File: config.mk
export PLATFORM = sky130hd
export DESIGN_NAME = rfb_front
export DESIGN_NICKNAME = d
export VERILOG_FILES = /design/src/rtl/rfb_pkg.sv /design/src/rtl/rfb_map.sv /design/src/rtl/rfb_store.sv /design/src/rtl/rfb_alu.sv /design/src/rtl/rfb_front.sv
export SDC_FILE = /design/constraint.sdc
export NUM_CORES = 1
export LEC_CHECK = 0
export BUFFER_PORTS_ARGS = -buffer_cell sky130_fd_sc_hd__buf_2
export CAP_MARGIN = 20
export CORE_UTILIZATION = 30
export DETAILED_ROUTE_END_ITERATION = 8
export HOLD_SLACK_MARGIN = 0.06
export PLACE_DENSITY = 0.46
export SKIP_LAST_GASP = 1
export SLEW_MARGIN = 10
export SYNTH_ARGS = -nofsm -noshare
export SYNTH_HDL_FRONTEND = slang
export SYNTH_HIERARCHICAL = 1
export SYNTH_SLANG_ARGS = --single-unit
File: constraint.sdc
create_clock -name clk -period 14.5 [get_ports clk]
set_input_delay 2.175 -clock clk [delete_from_list [all_inputs] [get_ports clk]]
set_output_delay 2.175 -clock clk [all_outputs]
set_load 0.03 [all_outputs]
File: src/rtl/rfb_pkg.sv
package rfb_pkg;

    typedef enum logic [3:0] {
        OP_NOP   = 4'd0,
        OP_READ  = 4'd1,
        OP_WRITE = 4'd2,
        OP_BSET  = 4'd3,
        OP_BCLR  = 4'd4,
        OP_BTEST = 4'd5,
        OP_INCSZ = 4'd6,
        OP_DECSZ = 4'd7,
        OP_BANK  = 4'd8
    } rfb_op_e;

    typedef enum logic [1:0] {
        TGT_MEM  = 2'd0,
        TGT_FSR  = 2'd1,
        TGT_NULL = 2'd2
    } rfb_tgt_e;

    localparam int unsigned SLOT_INDIRECT = 0;
    localparam int unsigned SLOT_FSR      = 4;

endpackage

File: src/rtl/rfb_map.sv
module rfb_map
    import rfb_pkg::*;
#(
    parameter int unsigned BANK_W = 3,
    parameter int unsigned OFF_W  = 4,
    localparam int unsigned FSR_W = BANK_W + 1 + OFF_W,
    localparam int unsigned WIN   = 2 ** OFF_W,
    localparam int unsigned DEPTH = WIN * (1 + 2 ** BANK_W),
    localparam int unsigned IDX_W = $clog2(DEPTH)
) (
    input  logic [OFF_W:0]     opnd_i,
    input  logic [FSR_W-1:0]   fsr_i,
    output rfb_tgt_e           tgt_o,
    output logic [IDX_W-1:0]   idx_o
);

    logic [FSR_W-1:0] eff;

    // Resolve the operand into a full logical address
    always_comb begin
        if (opnd_i == '0) begin
            eff = fsr_i;
        end else if (opnd_i[OFF_W]) begin
            eff = {fsr_i[FSR_W-1 -: BANK_W], opnd_i};
        end else begin
            eff = {{BANK_W{1'b0}}, opnd_i};
        end
    end

    // Banked half lands above the shared window; low half is shared
    always_comb begin
        tgt_o = TGT_MEM;
        idx_o = '0;
        if (eff[OFF_W]) begin
            idx_o = IDX_W'(WIN) + IDX_W'({eff[FSR_W-1 -: BANK_W], eff[OFF_W-1:0]});
        end else if (eff[OFF_W-1:0] == OFF_W'(SLOT_INDIRECT)) begin
            tgt_o = TGT_NULL;
        end else if (eff[OFF_W-1:0] == OFF_W'(SLOT_FSR)) begin
            tgt_o = TGT_FSR;
        end else begin
            idx_o = IDX_W'(eff[OFF_W-1:0]);
        end
    end

endmodule

File: src/rtl/rfb_store.sv
module rfb_store #(
    parameter int unsigned DATA_W = 8,
    parameter int unsigned DEPTH  = 144,
    localparam int unsigned IDX_W = $clog2(DEPTH)
) (
    input  logic              clk,
    input  logic              we_i,
    input  logic [IDX_W-1:0]  idx_i,
    input  logic [DATA_W-1:0] wdata_i,
    output logic [DATA_W-1:0] rdata_o
);

    logic [DATA_W-1:0] mem_q [DEPTH];

    // Contents have no reset: they survive a core reset
    always_ff @(posedge clk) begin
        if (we_i) begin
            mem_q[idx_i] <= wdata_i;
        end
    end

    assign rdata_o = mem_q[idx_i];

endmodule

File: src/rtl/rfb_alu.sv
module rfb_alu
    import rfb_pkg::*;
#(
    parameter int unsigned DATA_W = 8,
    localparam int unsigned BIT_W = $clog2(DATA_W)
) (
    input  rfb_op_e           op_i,
    input  logic [DATA_W-1:0] old_i,
    input  logic [DATA_W-1:0] wdata_i,
    input  logic [BIT_W-1:0]  bit_i,
    output logic [DATA_W-1:0] res_o,
    output logic              store_o,
    output logic              step_o,
    output logic              bit_clear_o
);

    logic [DATA_W-1:0] mask;

    always_comb begin
        mask        = DATA_W'(1) << bit_i;
        res_o       = old_i;
        store_o     = 1'b0;
        step_o      = 1'b0;
        bit_clear_o = ~old_i[bit_i];
        unique case (op_i)
            OP_WRITE: begin res_o = wdata_i;        store_o = 1'b1; end
            OP_BSET:  begin res_o = old_i | mask;   store_o = 1'b1; end
            OP_BCLR:  begin res_o = old_i & ~mask;  store_o = 1'b1; end
            OP_INCSZ: begin res_o = old_i + 1'b1;   store_o = 1'b1; step_o = 1'b1; end
            OP_DECSZ: begin res_o = old_i - 1'b1;   store_o = 1'b1; step_o = 1'b1; end
            default:  ;
        endcase
    end

    always_comb begin
        if (op_i == OP_BSET || op_i == OP_BCLR) begin
            AST_BITOP_ONE_BIT: assert (((res_o ^ old_i) & ~(DATA_W'(1) << bit_i)) == '0);
        end
    end

endmodule

File: src/rtl/rfb_front.sv
module rfb_front
    import rfb_pkg::*;
#(
    parameter int unsigned BANK_W = 3,
    parameter int unsigned OFF_W  = 4,
    localparam int unsigned FSR_W  = BANK_W + 1 + OFF_W,
    localparam int unsigned DATA_W = FSR_W,
    localparam int unsigned BIT_W  = $clog2(DATA_W),
    localparam int unsigned WIN    = 2 ** OFF_W,
    localparam int unsigned DEPTH  = WIN * (1 + 2 ** BANK_W),
    localparam int unsigned IDX_W  = $clog2(DEPTH)
) (
    input  logic              clk,
    input  logic              rst_n,
    input  logic [3:0]        op_i,
    input  logic [OFF_W:0]    opnd_i,
    input  logic [DATA_W-1:0] wdata_i,
    input  logic [BIT_W-1:0]  bit_i,
    output logic [DATA_W-1:0] rd_data_o,
    output logic              zero_o,
    output logic              skip_o
);

    typedef struct packed {
        logic [FSR_W-1:0]  fsr;
        logic [DATA_W-1:0] rd;
        logic              zero;
        logic              skip;
    } state_t;

    state_t st_d, st_q;

    rfb_op_e           op;
    rfb_tgt_e          tgt;
    logic [IDX_W-1:0]  idx;
    logic [DATA_W-1:0] mem_rd, old, res;
    logic              mem_we, store, step, bit_clear;

    assign op = rfb_op_e'(op_i);

    rfb_map #(.BANK_W(BANK_W), .OFF_W(OFF_W)) u_map (
        .opnd_i (opnd_i),
        .fsr_i  (st_q.fsr),
        .tgt_o  (tgt),
        .idx_o  (idx)
    );

    rfb_store #(.DATA_W(DATA_W), .DEPTH(DEPTH)) u_store (
        .clk     (clk),
        .we_i    (mem_we),
        .idx_i   (idx),
        .wdata_i (res),
        .rdata_o (mem_rd)
    );

    rfb_alu #(.DATA_W(DATA_W)) u_alu (
        .op_i        (op),
        .old_i       (old),
        .wdata_i     (wdata_i),
        .bit_i       (bit_i),
        .res_o       (res),
        .store_o     (store),
        .step_o      (step),
        .bit_clear_o (bit_clear)
    );

    always_comb begin
        unique case (tgt)
            TGT_MEM: old = mem_rd;
            TGT_FSR: old = st_q.fsr;
            default: old = '0;
        endcase
    end

    always_comb begin
        st_d      = st_q;
        st_d.skip = 1'b0;
        mem_we    = 1'b0;
        case (op)
            OP_BANK: begin
                st_d.fsr[FSR_W-1 -: BANK_W] = wdata_i[BANK_W-1:0];
                st_d.rd = {wdata_i[BANK_W-1:0], st_q.fsr[OFF_W:0]};
            end
            OP_READ: st_d.rd = old;
            OP_BTEST: begin
                st_d.rd   = old;
                st_d.zero = bit_clear;
            end
            OP_WRITE, OP_BSET, OP_BCLR, OP_INCSZ, OP_DECSZ: begin
                st_d.rd = res;
                if (store && tgt == TGT_MEM) mem_we = 1'b1;
                if (store && tgt == TGT_FSR) st_d.fsr = res;
                if (step) begin
                    st_d.zero = (res == '0);
                    st_d.skip = (res == '0);
                end
            end
            default: ;
        endcase
    end

    always_ff @(posedge clk) begin
        if (!rst_n) begin
            st_q.fsr  <= '0;
            st_q.rd   <= '0;
            st_q.zero <= 1'b0;
            st_q.skip <= 1'b0;
        end else begin
            st_q <= st_d;
        end
    end

    assign rd_data_o = st_q.rd;
    assign zero_o    = st_q.zero;
    assign skip_o    = st_q.skip;

    logic past_ok_q;
    always_ff @(posedge clk) begin
        if (!rst_n) past_ok_q <= 1'b0;
        else        past_ok_q <= 1'b1;
    end

    AST_SKIP_FROM_STEP: assert property (@(posedge clk) disable iff (!rst_n)
        (past_ok_q && skip_o) |-> ($past(op_i) == 4'd6 || $past(op_i) == 4'd7));
    AST_SKIP_MEANS_ZERO: assert property (@(posedge clk) disable iff (!rst_n)
        skip_o |-> (rd_data_o == '0 && zero_o));
    AST_BANK_LOW_KEPT: assert property (@(posedge clk) disable iff (!rst_n)
        (past_ok_q && $past(op_i) == 4'd8) |-> (st_q.fsr[OFF_W:0] == $past(st_q.fsr[OFF_W:0])));
    AST_BANK_HIGH_LOADED: assert property (@(posedge clk) disable iff (!rst_n)
        (past_ok_q && $past(op_i) == 4'd8) |-> (st_q.fsr[FSR_W-1 -: BANK_W] == $past(wdata_i[BANK_W-1:0])));
    AST_NULL_NO_STORE: assert property (@(posedge clk) disable iff (!rst_n)
        (tgt == TGT_NULL) |-> !mem_we);
    AST_STORE_IN_RANGE: assert property (@(posedge clk) disable iff (!rst_n)
        mem_we |-> (idx < IDX_W'(DEPTH)));

endmodule

==> results.py <==
metrics = {
    "global_routing": {
        "globalRoute.totalOverflow": 0,
        "grt_first_pass_wirelength_um": 186000,
        "grt_antenna_before_repair": 0,
        "grt_start_max_net_pins": 126,
        "grt_pass1_vias": 25829,
        "groute.usage.overall_pct": 16.1,
    },
    "sta": {
        "finalSetupViolCount": 0,
        "max-slew-margin-rel_pct": 10.1,
        "final_max_slew_viol_count": 0,
        "maxClockFrequency_mhz": 104,
        "timing_worst_slew_pin_value_ns": 1.33,
        "min_period_ns": 9.60,
        "final.period_utilization_pct": 66.2,
        "final.hold.worst_slack_ns": 0.528,
        "tns_ns": 0,
        "fin_skew_ns": 0.0405,
        "final-hold-violation-count": 0,
        "grt_setup_unrepaired": "false",
    },
    "routing": {
        "route.vias.total": 25481,
        "antenna_left": 0,
        "dr.pass1.iters": 5,
        "drc": 0,
        "first_iter_violations": 2166,
        "drt_wl_total_um": 129000,
        "drt-wirelength-per-cell_um": 25.8,
        "routed_via_density": 5.12,
    },
    "flow_run": {
        "drv_cap": 0,
    },
    "synthesis": {
        "syn-num-nets": 2813,
        "synth_enable_flop_cells": 1152,
        "synth-seq-area-share_pct": 73.6,
        "netlist_area_before_placement_um2": 47500,
        "post_synth_num_cell_types": 64,
        "async_reset_ff_share_pct": 0,
        "synthesis.instances": 2789,
        "syn_area_per_cell_um2": 17.0,
        "ys_ff_latch": 1170,
        "synth_ff_type": "sky130_fd_sc_hd__edfxtp_1",
        "yosys_warnings": 6,
    },
    "die": {
        "dieArea_um2": 160000,
        "std_cell_core_area_um2": 157000,
        "die_y_um": 400,
        "initial_utilization_pct": 30.3,
        "pin_count": 32,
        "die_w_um": 400,
        "num_rows": 145,
    },
    "cts": {
        "cts_max_path_buffers": 3,
        "cts.sink_count": 1170,
        "h_tree_levels": 4,
        "cts.clk_slew.worst_paths_ns": 0.06,
        "numCtsBuffers": 131,
        "cts_setup_buffers": 0,
        "postCtsHoldBufs": 0,
        "clockRootBuffer": "sky130_fd_sc_hd__clkbuf_16",
        "post_cts_resized": 0,
        "clk_latency_ns": 0.76,
        "cts_tree": "yes",
    },
    "setup_path": {
        "cp.required_ns": 14.91,
        "worst-r2r-setup-slack_ns": 6.08,
        "end_kind": "register",
        "ff2ff_path_depth": 16,
        "worst_flop_to_flop_path_endpoint": "u_store/mem_q[100][4]",
        "critPathKind": "primary input to register",
        "regToRegStartpoint": "st_q[10]",
        "crit_fanout": 80,
        "crit_path_start_kind": "primary input",
        "cp_data_arrival_time_ns": 10.01,
    },
    "hold_path": {
        "startpoint_of_the_most_critical_hold_path": "st_q[16]",
        "min_delay_endpoint": "st_q[16]",
        "hold-path-cell-count": 2,
        "timing.hold.worst.class": "register to register",
    },
    "status": {
        "outcome": "completed",
    },
    "power_and_ir_drop": {
        "vdd.ir_drop.worst_mv": 0.0750,
        "powerDensity_nw_per_um2": 141,
        "fin_total_pwr_uw": 7600,
        "cellLeakagePower_uw": 0.0176,
    },
    "placement": {
        "numPortBuffers": 31,
        "dp.final_hpwl_um": 76700,
        "place.gp.congestion": 0.832,
    },
    "cells_and_area": {
        "final_net_count": 2842,
        "flow.area_growth_from_synthesis_pct": 13.5,
        "layout_common_cells": "1,152 x sky130_fd_sc_hd__edfxtp_1, 528 x sky130_fd_sc_hd__mux2i_1, 266 x sky130_fd_sc_hd__a22oi_1",
        "layout.cells.most_common": "sky130_fd_sc_hd__edfxtp_1",
        "post_route_cells_drive_above_1_share_pct": 11.4,
        "number_of_inserted_diodes": 0,
    },
}
[layer usage]
| metal | GRT usage, % | vias to the layer above | share of wire, % |
|---|---|---|---|
| li1 | - | 11236 | - |
| met1 | 21.3 | 13345 | 44 |
| met2 | 27.0 | 708 | 49 |
| met3 | 2.85 | 192 | 4.7 |
| met4 | 4.31 | 0 | 2.2 |
| met5 | 0 | - | 0 |
[power by group]
group          switching [uW]  total, uW  internal [uW]
clock network            1300       3150           1850
logic                     429        567            138
registers                2.72       3880           3870
total                    1730       7600           5870
[critical path: stages]
cell                        delay [ns]
sky130_fd_sc_hd__buf_2            0.15
sky130_fd_sc_hd__nor2_1           0.20
sky130_fd_sc_hd__a31o_4           0.91
sky130_fd_sc_hd__buf_4            0.89
sky130_fd_sc_hd__mux2i_1          0.17
sky130_fd_sc_hd__a22oi_1          0.38
sky130_fd_sc_hd__a21oi_1          0.13
sky130_fd_sc_hd__o41ai_1          1.17
sky130_fd_sc_hd__o2111ai_1        0.33
sky130_fd_sc_hd__o21ai_1          0.22
sky130_fd_sc_hd__mux2i_1          0.09
sky130_fd_sc_hd__nor2_1           0.50
sky130_fd_sc_hd__xnor2_1          0.16
sky130_fd_sc_hd__ha_1             0.28
sky130_fd_sc_hd__o31ai_1          0.39
sky130_fd_sc_hd__o21a_1           0.18
sky130_fd_sc_hd__o22a_4           0.78
sky130_fd_sc_hd__buf_4            0.76
[through the flow]
stage | utilization [%] | std cells | worst slack, ns | area (um2)
floorplan | - | 2789 | 3.45 | 47500
global placement | 31.7 | 4733 | 4.19 | 49600
detailed placement | 31.7 | 4737 | 4.36 | 49700
CTS | 34.3 | 4971 | 5.16 | 53800
global route | 34.4 | 4977 | 4.73 | 53900
finish | 34.4 | 4977 | 4.90 | 53900
[flip-flops by register name (all words and copies together) (netlist names)]
register       count
skip_o             1
st_q               8
rd_data_o          8
u_store/mem_q   1152
zero_o             1
[cells by family after synthesis]
kind of cell,synth area share [%]
AO/OA/AOI/OAI,7.40
multiplexers,13.1
AND/OR/NAND/NOR,3.05
adder cells (fa/ha/maj),0.0527
flip-flops,73.6
XOR/XNOR,0.0922
buffers and inverters,2.64
[Yosys cell counts, types with 4 or more instances]
cell type	count	share of area, %
sky130_fd_sc_hd__a21oi_1	149	1.6
sky130_fd_sc_hd__a221o_1	4	0.084
sky130_fd_sc_hd__a22oi_1	266	4.2
sky130_fd_sc_hd__a31oi_1	6	0.079
sky130_fd_sc_hd__buf_1	11	0.087
sky130_fd_sc_hd__buf_2	26	0.27
sky130_fd_sc_hd__buf_4	34	0.54
sky130_fd_sc_hd__buf_6	38	0.90
sky130_fd_sc_hd__clkbuf_1	72	0.57
sky130_fd_sc_hd__dfxtp_1	18	0.76
sky130_fd_sc_hd__edfxtp_1	1152	73
sky130_fd_sc_hd__inv_1	20	0.16
sky130_fd_sc_hd__mux2i_1	528	11
sky130_fd_sc_hd__mux4_2	42	2.0
sky130_fd_sc_hd__nand2_1	39	0.31
sky130_fd_sc_hd__nand2b_1	4	0.053
sky130_fd_sc_hd__nand3_1	20	0.21
sky130_fd_sc_hd__nand4_1	5	0.066
sky130_fd_sc_hd__nor2_1	182	1.4
sky130_fd_sc_hd__nor2b_1	18	0.24
sky130_fd_sc_hd__nor3_1	6	0.063
sky130_fd_sc_hd__nor3b_1	5	0.079
sky130_fd_sc_hd__nor4_1	11	0.14
sky130_fd_sc_hd__o2111ai_1	8	0.15
sky130_fd_sc_hd__o21ai_0	30	0.32
sky130_fd_sc_hd__o21ai_1	8	0.084
sky130_fd_sc_hd__o41ai_1	24	0.44
sky130_fd_sc_hd__or2_2	6	0.079
sky130_fd_sc_hd__xnor2_1	5	0.092
[area by class of cell]
class	instances	area [um2]
Tap cell	2058	2570
Clock inverter	62	527
Fill cell	14765	103000
Sequential cell	1170	35000
Timing Repair Buffer	81	683
Multi-Input combinational cell	1414	11500
Clock buffer	172	3560
Inverter	20	75.1
[worst max-delay path by stage]
stage	start	end	slack, ns
global placement	opnd_i[2]	u_store/mem_q[42][7]	4.19
floorplan	opnd_i[2]	u_store/mem_q[0][1]	3.45
detailed placement	opnd_i[2]	rd_data_o[1]	4.36
finish	opnd_i[2]	u_store/mem_q[100][4]	4.90
global route	opnd_i[2]	rd_data_o[1]	4.73
CTS	opnd_i[2]	rd_data_o[1]	5.16
(Power assumes the default switching activity.)
